$ cat src/rtl/tcc_pkg.sv
package tcc_pkg;

  localparam int unsigned REG_W = 16;

  typedef enum logic [1:0] {
    OM_HOLD   = 2'b00,
    OM_PWM_LO = 2'b01,
    OM_PWM_HI = 2'b10,
    OM_ACTIVE = 2'b11
  } oc_mode_e;

  localparam logic [1:0] DIR_OUT = 2'b00;
  localparam logic [1:0] DIR_IN1 = 2'b01;

  typedef struct packed {
    logic     en;
    logic     nen;
    logic     pol;
    logic     npol_pre;
    logic     npol_act;
    logic [1:0] dir;
    logic     fast;
    oc_mode_e mode;
  } chan_cfg_t;

endpackage

$ cat src/rtl/tcc_regs.sv
module tcc_regs
  import tcc_pkg::*;
#(
  parameter int unsigned DW = REG_W
) (
  input  logic          clk,
  input  logic          rst_n,
  input  logic          wr_en,
  input  logic          addr,
  input  logic [DW-1:0] wr_data,
  input  logic [1:0]    lock_level,
  input  logic          com_preload,
  input  logic          com_event,
  output logic [DW-1:0] rd_data,
  output chan_cfg_t     cfg
);

  localparam int unsigned LOCK_NPOL = 2;

  chan_cfg_t cfg_q, cfg_n;
  logic      ctl_wr, mode_wr, npol_locked, dir_legal;

  always_comb begin
    ctl_wr      = wr_en && (addr == 1'b0);
    mode_wr     = wr_en && (addr == 1'b1);
    npol_locked = (lock_level >= 2'(LOCK_NPOL)) && (cfg_q.dir == DIR_OUT);
    dir_legal   = (wr_data[1:0] == DIR_OUT) || (wr_data[1:0] == DIR_IN1);
    cfg_n       = cfg_q;
    if (ctl_wr) begin
      cfg_n.en  = wr_data[0];
      cfg_n.nen = wr_data[1];
      cfg_n.pol = wr_data[2];
      if (!npol_locked) begin
        cfg_n.npol_pre = wr_data[3];
      end
    end
    if (mode_wr) begin
      if (!cfg_q.en && dir_legal) begin
        cfg_n.dir = wr_data[1:0];
      end
      cfg_n.fast = wr_data[3];
      cfg_n.mode = oc_mode_e'(wr_data[5:4]);
    end
    if (com_preload) begin
      if (com_event) begin
        cfg_n.npol_act = cfg_q.npol_pre;
      end
    end else begin
      cfg_n.npol_act = cfg_n.npol_pre;
    end
  end

  always_ff @(posedge clk or negedge rst_n) begin
    if (!rst_n) begin
      cfg_q <= '0;
    end else begin
      cfg_q <= cfg_n;
    end
  end

  always_comb begin
    rd_data = '0;
    if (addr == 1'b0) begin
      rd_data[3:0] = {cfg_q.npol_pre, cfg_q.pol, cfg_q.nen, cfg_q.en};
    end else begin
      rd_data[5:0] = {cfg_q.mode, cfg_q.fast, 1'b0, cfg_q.dir};
    end
  end

  assign cfg = cfg_q;

endmodule

$ cat src/rtl/tcc_trig_sync.sv
module tcc_trig_sync #(
  parameter int unsigned SYNC_N = 2
) (
  input  logic clk,
  input  logic rst_n,
  input  logic trig_in,
  output logic rise,
  output logic event_q
);

  localparam int unsigned CHAIN_W = SYNC_N + 1;

  logic [CHAIN_W-1:0] chain_q, chain_n;
  logic               event_n;

  always_comb begin
    chain_n = {chain_q[CHAIN_W-2:0], trig_in};
    rise    = chain_q[SYNC_N-1] & ~chain_q[SYNC_N];
    event_n = rise;
  end

  always_ff @(posedge clk or negedge rst_n) begin
    if (!rst_n) begin
      chain_q <= '0;
      event_q <= 1'b0;
    end else begin
      chain_q <= chain_n;
      event_q <= event_n;
    end
  end

endmodule

$ cat src/rtl/tcc_out_gen.sv
module tcc_out_gen
  import tcc_pkg::*;
#(
  parameter int unsigned CW = 16
) (
  input  logic          clk,
  input  logic          rst_n,
  input  logic [CW-1:0] cnt,
  input  logic [CW-1:0] cmp,
  input  chan_cfg_t     cfg,
  input  logic          rise,
  input  logic          trig_evt,
  output logic          ref_q,
  output logic          oc,
  output logic          ocn
);

  logic ref_n, below, pwm, force_hi, drive;

  always_comb begin
    below    = cnt < cmp;
    pwm      = (cfg.mode == OM_PWM_LO) || (cfg.mode == OM_PWM_HI);
    force_hi = cfg.fast && pwm && (rise || trig_evt);
    unique case (cfg.mode)
      OM_HOLD:   ref_n = ref_q;
      OM_PWM_LO: ref_n = below;
      OM_PWM_HI: ref_n = !below;
      default:   ref_n = 1'b1;
    endcase
    if (force_hi) begin
      ref_n = 1'b1;
    end
  end

  always_ff @(posedge clk or negedge rst_n) begin
    if (!rst_n) begin
      ref_q <= 1'b0;
    end else begin
      ref_q <= ref_n;
    end
  end

  always_comb begin
    drive = (cfg.dir == DIR_OUT);
    oc    = drive && cfg.en  && (ref_q ^ cfg.pol);
    ocn   = drive && cfg.nen && (!ref_q ^ cfg.npol_act);
  end

endmodule

$ cat src/rtl/tcc_chan.sv
module tcc_chan
  import tcc_pkg::*;
#(
  parameter int unsigned CW     = 16,
  parameter int unsigned DW     = REG_W,
  parameter int unsigned SYNC_N = 2
) (
  input  logic          clk,
  input  logic          rst_n,
  input  logic          wr_en,
  input  logic          addr,
  input  logic [DW-1:0] wr_data,
  output logic [DW-1:0] rd_data,
  input  logic [1:0]    lock_level,
  input  logic          com_preload,
  input  logic          com_event,
  input  logic [CW-1:0] cnt,
  input  logic [CW-1:0] cmp,
  input  logic          trig_in,
  output logic          trig_event,
  output logic          oc,
  output logic          ocn
);

  chan_cfg_t  cfg;
  logic       rise, ref_q;
  logic       en, fast, npol_pre, npol_act;
  logic [1:0] dir, mode;

  tcc_regs #(.DW(DW)) regs_i (
    .clk(clk), .rst_n(rst_n), .wr_en(wr_en), .addr(addr), .wr_data(wr_data),
    .lock_level(lock_level), .com_preload(com_preload), .com_event(com_event),
    .rd_data(rd_data), .cfg(cfg)
  );

  tcc_trig_sync #(.SYNC_N(SYNC_N)) sync_i (
    .clk(clk), .rst_n(rst_n), .trig_in(trig_in), .rise(rise), .event_q(trig_event)
  );

  tcc_out_gen #(.CW(CW)) out_i (
    .clk(clk), .rst_n(rst_n), .cnt(cnt), .cmp(cmp), .cfg(cfg), .rise(rise),
    .trig_evt(trig_event), .ref_q(ref_q), .oc(oc), .ocn(ocn)
  );

  assign en       = cfg.en;
  assign fast     = cfg.fast;
  assign npol_pre = cfg.npol_pre;
  assign npol_act = cfg.npol_act;
  assign dir      = cfg.dir;
  assign mode     = cfg.mode;

endmodule

$ cat config.mk
export PLATFORM = sky130hd
export DESIGN_NAME = tcc_chan
export DESIGN_NICKNAME = d
export VERILOG_FILES = /design/src/rtl/tcc_pkg.sv /design/src/rtl/tcc_regs.sv /design/src/rtl/tcc_trig_sync.sv /design/src/rtl/tcc_out_gen.sv /design/src/rtl/tcc_chan.sv
export SDC_FILE = /design/constraint.sdc
export NUM_CORES = 1
export LEC_CHECK = 0
export CAP_MARGIN = 30
export CELL_PAD_IN_SITES_DETAIL_PLACEMENT = 2
export CELL_PAD_IN_SITES_GLOBAL_PLACEMENT = 2
export CORE_MARGIN = 1.5
export CORE_UTILIZATION = 30
export DETAILED_ROUTE_END_ITERATION = 6
export DONT_BUFFER_PORTS = 1
export PLACE_DENSITY_LB_ADDON = 0.1
export SKIP_CTS_REPAIR_TIMING = 1
export SLEW_MARGIN = 10
export SYNTH_ARGS = -nofsm -noshare
export SYNTH_HDL_FRONTEND = slang
export SYNTH_SLANG_ARGS = --single-unit
export TNS_END_PERCENT = 30
$ cat constraint.sdc
create_clock -name clk -period 1.1 [get_ports clk]
set_input_delay 0.055 -clock clk [delete_from_list [all_inputs] [get_ports clk]]
set_output_delay 0.055 -clock clk [all_outputs]
set_load 0.01 [all_outputs]
==> qor.yml, run 1 <==
netlist.area_leader.share_pct: 32.57
ir_worst_vdd_uv: 672.3
diodes: 0
final_area_um2: 1476
pre_cts_ws_ns: -0.4909
crit_arrival_ns: 1.47
cp_data_required_time_ns: 1.27
syn_inst: 120
crit_path_end_kind: "register"
grt_max_degree: 16
avgSynthCellArea_um2: 9.603
yosysSeqAreaShare_pct: 32.57
finalSetupViolations: 6
synthAdderAreaFrac_pct: 19.54
maxSlewViolCount: 0
met1Wirelength_mm: 1.100
crit_path_max_fanout: 3
clock_sinks: 15
worstReg2RegEnd: "out_i.ref_q"
setup.worst_path.start_class: "input port"
synth_compound_area_share_pct: 9.012
ys_ff_latch: 15
drt-total-wl_mm: 2.772
rr_startpoint: "sync_i.chain_q[1]"
tightest_slew_ns: 0.6724
synthTopCellsByArea: "dfrtp_1 (33%), ha_1 (20%), mux2_2 (9.8%)"
slew_headroom_pct: 55.03
cts_tree: "done"
clk_transition_reported_paths_ns: 0.06
drive_gt1_share_pct: 27.78
yosysUniqueCellTypes: 29
met2WireLength_mm: 1.470
h-tree-depth: 1
die_area_um2: 4222
antenna_found_initial: 0
wl_met3_um: 194
initial_utilization_pct: 31.48
fin_crit_sh_pct: 117.7
maxCapViolCount: 0
clock_latency_ns: 0.25
netlist.top_cell.by_area: "dfrtp_1"
cts_buffer_depth: 2
core_um2: 3661
r2r_slack_ns: -0.10
drc: 0
drt_iter0_markers: 13
rr_worst_depth: 5
hold_depth: 2
fp.dieH_um: 64.98
hold_start: "com_event"
wire_per_inst_um: 14.44
dieWidth_um: 64.98
synth.mux.area_fraction_pct: 12.49
via_count: 891
grt_overflow: 0
ys_warn_count: 0
drtPass1Iterations: 2
areaGrowthSynthToFinish_pct: 28.12
maxUsedRoutingLayer: "met4"
period_needed_ns: 1.294
p_leak_nw: 0.7210
port_buffers: 0
fmax_mhz: 772.6
violations: "negative setup slack"
fillCellCount: 416
fin_skew_ns: 0.001546
synth_xor_area_share_pct: 1.520
grt.total_usage_pct: 13.39
grt_pass1_wl_mm: 4.312
cts_buffers: 3
ant_nets: 0
hold_path.class: "input port to register"
root_buffer: "clkbuf_8"
total_power_mw: 1.717
ios: 76
grt_setup_unrepaired: "yes"
finalHoldViolCount: 0
crit_type: "input port to register"
placed_area_um2: 1318
fin_ws_ns: -0.1944
num_rows: 22
pwr_density_cell_nw_per_um2: 1163
synthSimpleGateAreaFrac_pct: 11.51
grt_pass1_vias: 983
synth_top_family_by_area: "adder cells"
whs_endpoint: "regs_i.cfg[5]"
outcome: "finished, violations left"
place_congestion: 0.7031
netlist_area_um2: 1152
num-nets-final: 220
vias_per_cell: 4.641
hpwlAfterDp_mm: 2.374
==> per-layer routing <==
layer / vias up / track usage [%]
li1: 430 / -
met4: 0 / 2.394
met3: 3 / 4.688
met1: 420 / 14.92
met5: - / 0
met2: 38 / 24.61
==> registers in the layout, indices dropped and copies added (netlist names) <==
name            cells
out_i.ref_q         1
sync_i.chain_q      3
regs_i.cfg         10
sync_i.event_q      1
==> where the power goes <==
part	total [mW]	internal (mW)	leakage, nW	switching [mW]
Clock	0.440	0.251	0.0255	0.189
Combinational	0.575	0.310	0.518	0.266
Sequential	0.702	0.636	0.178	0.0665
Total	1.72	1.20	0.721	0.521
==> cell type report <==
| type | count | area, um2 | area share, % |
|---|---|---|---|
| tap | 48 | 60.06 | 4.068 |
| timing repair buffer | 22 | 191.4 | 12.97 |
| sequential | 15 | 375.4 | 25.42 |
| multi-input combinational | 84 | 716.9 | 48.56 |
| inverter | 19 | 86.33 | 5.847 |
| clock inverter | 1 | 5.005 | 0.3390 |
| clock buffer | 3 | 41.29 | 2.797 |
==> synth_stat cells <==
cell type and count:
inv_1 19, nand2b_1 2, nand2_1 4, and2_1 2, mux2i_1 2, nand3b_1 1
o21a_1 1, a21oi_1 7, o21ai_0 5, a21boi_0 1, nor2b_1 3, a221oi_2 1
xor2_1 1, or4_1 2, o21ai_1 1, o2bb2ai_1 1, ha_1 18, dfrtp_1 15
nand4_1 2, mux2_1 1, mux2_2 10, conb_1 1, and3_1 2, nor3_1 2
xnor2_1 1, nand3_1 1, clkbuf_1 1, buf_4 10, nor2_1 3
==> worst max path at each step <==
stage               startpoint          end  slack [ns]  depth (start not counted)
floorplan              cmp[11]  out_i.ref_q       -0.37                          7
global placement       cmp[11]  out_i.ref_q       -0.45                          7
detailed placement      cmp[8]  out_i.ref_q       -0.49                          7
CTS                     cmp[8]  out_i.ref_q       -0.23                          7
global route           cmp[11]  out_i.ref_q       -0.26                          7
finish                 cmp[11]  out_i.ref_q       -0.19                          7
==> kinds of logic after synthesis <==
family | count (synthesis)
flip-flops | 15
AO/OA/AOI/OAI | 17
multiplexers | 13
other | 1
adder cells (fa/ha/maj) | 18
buffers and inverters | 30
XOR/XNOR | 2
AND/OR/NAND/NOR | 24
==> critical path, cell delays in order <==
cell and delay (ns):
inv_12 0.01, ha_4 0.25, nand4_1 0.12, or4_4 0.53
a221oi_2 0.17, or4_1 0.15, mux2i_1 0.17
==> through the flow <==
step | instances | hold WS (ns) | utilization, % | TNS, ns
4_1_cts | 183 | -0.5099 | 37.25 | -0.7449
2_1_floorplan | 129 | -0.2406 | - | -0.4021
5_1_grt | 192 | 0.06853 | 40.33 | -0.6989
3_3_place_gp | 179 | -0.2402 | 35.99 | -0.6590
3_5_place_dp | 179 | -0.2403 | 35.99 | -0.8314
6_report | 192 | 0.03633 | 40.33 | -0.3493
==> placed cells by master (no fill, tap or decap), drive strengths merged, types with 3 or more instances in the layout <==
| cell type | n |
|---|---|
| a21oi | 7 |
| buf | 13 |
| clkbuf | 3 |
| conb | 10 |
| dfrtp | 15 |
| dlygate4sd3 | 9 |
| ha | 18 |
| inv | 19 |
| mux2 | 11 |
| nand2 | 4 |
| nor2 | 3 |
| nor2b | 3 |
| o21ai | 6 |
No activity file was read; power rests on OpenSTA's default activity.
==> run 2, diff against run 1 <==
--- a/config.mk
+++ b/config.mk
@@ -12,6 +12,7 @@
 export CORE_UTILIZATION = 30
 export DETAILED_ROUTE_END_ITERATION = 6
 export DONT_BUFFER_PORTS = 1
+export GPL_TIMING_DRIVEN = 0
 export PLACE_DENSITY_LB_ADDON = 0.1
 export SKIP_CTS_REPAIR_TIMING = 1
 export SLEW_MARGIN = 10
==> run 2 against run 1 <==
The run still ends with negative setup slack left. Setup slack got worse by 0.054 ns. Total power shrank 1.3%. Register-to-register slack got worse by 0.02 ns. Count of clock-buffer cells in the layout unchanged. Critical path type unchanged. Critical endpoint unchanged. Largest cell class unchanged. Largest power group unchanged.
==> qor.yml, run 2 (synthesis results as in run 1) <==
outcome: "finished, violations left"  # unchanged
violations: "negative setup slack"  # unchanged
dieWidth_um: 64.98  # unchanged
grt_max_degree: 16  # unchanged
pwr_density_cell_nw_per_um2: 1151  # was 1163 nW/um2
num-nets-final: 219  # was 220
crit_top_cell: "or4_4"
place_congestion: 0.6618  # was 0.7031
finalSetupViolations: 4  # was 6
crit_type: "input port to register"  # unchanged
p_leak_nw: 0.7161  # was 0.7210 nW
crit_arrival_ns: 1.53  # was 1.47 ns
fin_hold_ws_ns: 0.02670  # was 0.03633 ns
grt_pass1_wl_mm: 4.540  # was 4.312 mm
fin_skew_ns: 0.004469  # was 0.001546 ns
drt-total-wl_mm: 2.858  # was 2.772 mm
cts_buffer_depth: 2  # unchanged
clk_transition_reported_paths_ns: 0.06  # about the same
tightest_slew_ns: 0.6503  # was 0.6724 ns
cts_buffers: 3  # unchanged
root_buffer: "clkbuf_8"  # unchanged
pre_cts_ws_ns: -0.5588  # was -0.4909 ns
dp.cells: 177  # was 179
largest_reg_flops: 10  # unchanged
cp_data_required_time_ns: 1.28  # was 1.27 ns
fin_ws_ns: -0.2481  # was -0.1944 ns
crit_chain: "inv_12, ha_4, nand4_1, or4_4, a221oi_2, or4_4, mux2i_1"  # was inv_12, ha_4, nand4_1, or4_4, a221oi_2, or4_1, mux2i_1
drive_gt1_share_pct: 27.97  # was 27.78%
via_count: 911  # was 891
diodes: 0  # unchanged
wire_per_inst_um: 14.96  # was 14.44 um
grt_pass1_vias: 975  # was 983
total_power_mw: 1.695  # was 1.717 mW
layout_common_cells: "inv_1 (15), ha_1 (15), dfrtp_1 (15)"  # unchanged
ir_worst_vdd_uv: 819.8  # was 672.3 uV
period_needed_ns: 1.348  # was 1.294 ns
slowest_stage: "or4_4"  # unchanged
drt_iter0_markers: 13  # unchanged
grt_setup_unrepaired: "yes"  # unchanged
clock_sinks: 15  # unchanged
drtPass1Iterations: 2  # unchanged
port_buffers: 0  # unchanged
clock_latency_ns: 0.25  # about the same
crit_path_end_kind: "register"  # unchanged
maxCapViolCount: 0  # unchanged
hpwlAfterDp_mm: 2.384  # was 2.374 mm
ant_nets: 0  # unchanged
fin_crit_sh_pct: 122.6  # was 117.7%
core_um2: 3661  # unchanged
fp.dieH_um: 64.98  # unchanged
areaGrowthSynthToFinish_pct: 27.80  # was 28.12%
num_rows: 22  # unchanged
h-tree-depth: 1  # unchanged
antenna_found_initial: 0  # unchanged
fmax_mhz: 741.8  # was 772.6 MHz
ios: 76  # unchanged
maxSlewViolCount: 0  # unchanged
drc: 0  # unchanged
cts_tree: "done"  # unchanged
finalHoldViolCount: 0  # unchanged
slew_headroom_pct: 56.50  # was 55.03%
grt_overflow: 0  # unchanged
setup.worst_path.start_class: "input port"  # unchanged
die_area_um2: 4222  # unchanged
max_stage_delay_ns: 0.54  # was 0.53 ns
grt.total_usage_pct: 14.35  # was 13.39%
crit_path_max_fanout: 3  # unchanged
utilization_pct: 40.23  # was 40.33%
vias_per_cell: 4.770  # was 4.641
initial_utilization_pct: 31.48  # unchanged
hold_path.class: "input port to register"  # unchanged
finalNonFillerCells: 191  # was 192
[run 2: metal layers]
layer,GRT usage [%],part of all wire (%)
met1,16.34,40
met2,25.90,53
met3,4.688,6.5
met4,3.191,0.94
met5,0,0
[run 2: metrics by stage]
| stage | area [um2] | setup TNS, ns |
|---|---|---|
| final | 1473 | -0.4858 |
| after global routing | 1473 | -0.8495 |
| after CTS | 1345 | -0.7164 |
| after detailed placement | 1299 | -1.441 |
| after global placement | 1299 | -1.155 |
| after floorplan | 1239 | -0.4021 |
[run 2: worst paths after layout]
path | startpoint | end | slack (ns) | cells past startpoint
max reg2reg | regs_i.cfg[9] | regs_i.cfg[3] | -0.12 | 2
min in group asynchronous | rst_n | regs_i.cfg[3] | 0.27 | 1
max | cmp[11] | out_i.ref_q | -0.25 | 7
max in group asynchronous | rst_n | regs_i.cfg[2] | 0.41 | 1
min | wr_data[1] | regs_i.cfg[4] | 0.03 | 2
min reg2reg | sync_i.chain_q[0] | sync_i.chain_q[1] | 0.36 | 0
[run 2: where the power goes]
group	internal [mW]	switching (mW)	leakage, nW	total [mW]
Combinational	0.281	0.254	0.513	0.535
Sequential	0.636	0.0811	0.178	0.717
Clock	0.251	0.191	0.0255	0.442
[run 2: area by class of cell]
cell class                 instances  area (um2)
fill                             412        2188
multi-input combinational         84       728.2
sequential                        15       375.4
timing repair buffer              10       97.59
inverter                          19       86.33
buffer                            11       78.83
tap                               48       60.06
clock buffer                       3       41.29
clock inverter                     1       5.005
[run 2: worst max-delay path: cells and delay by family]
kind	cells	cell delay, ns
buffers and inverters	1	0.01
adder cells (fa/ha/maj)	1	0.25
AND/OR/NAND/NOR	3	0.83
multiplexers	1	0.17
AO/OA/AOI/OAI	1	0.20
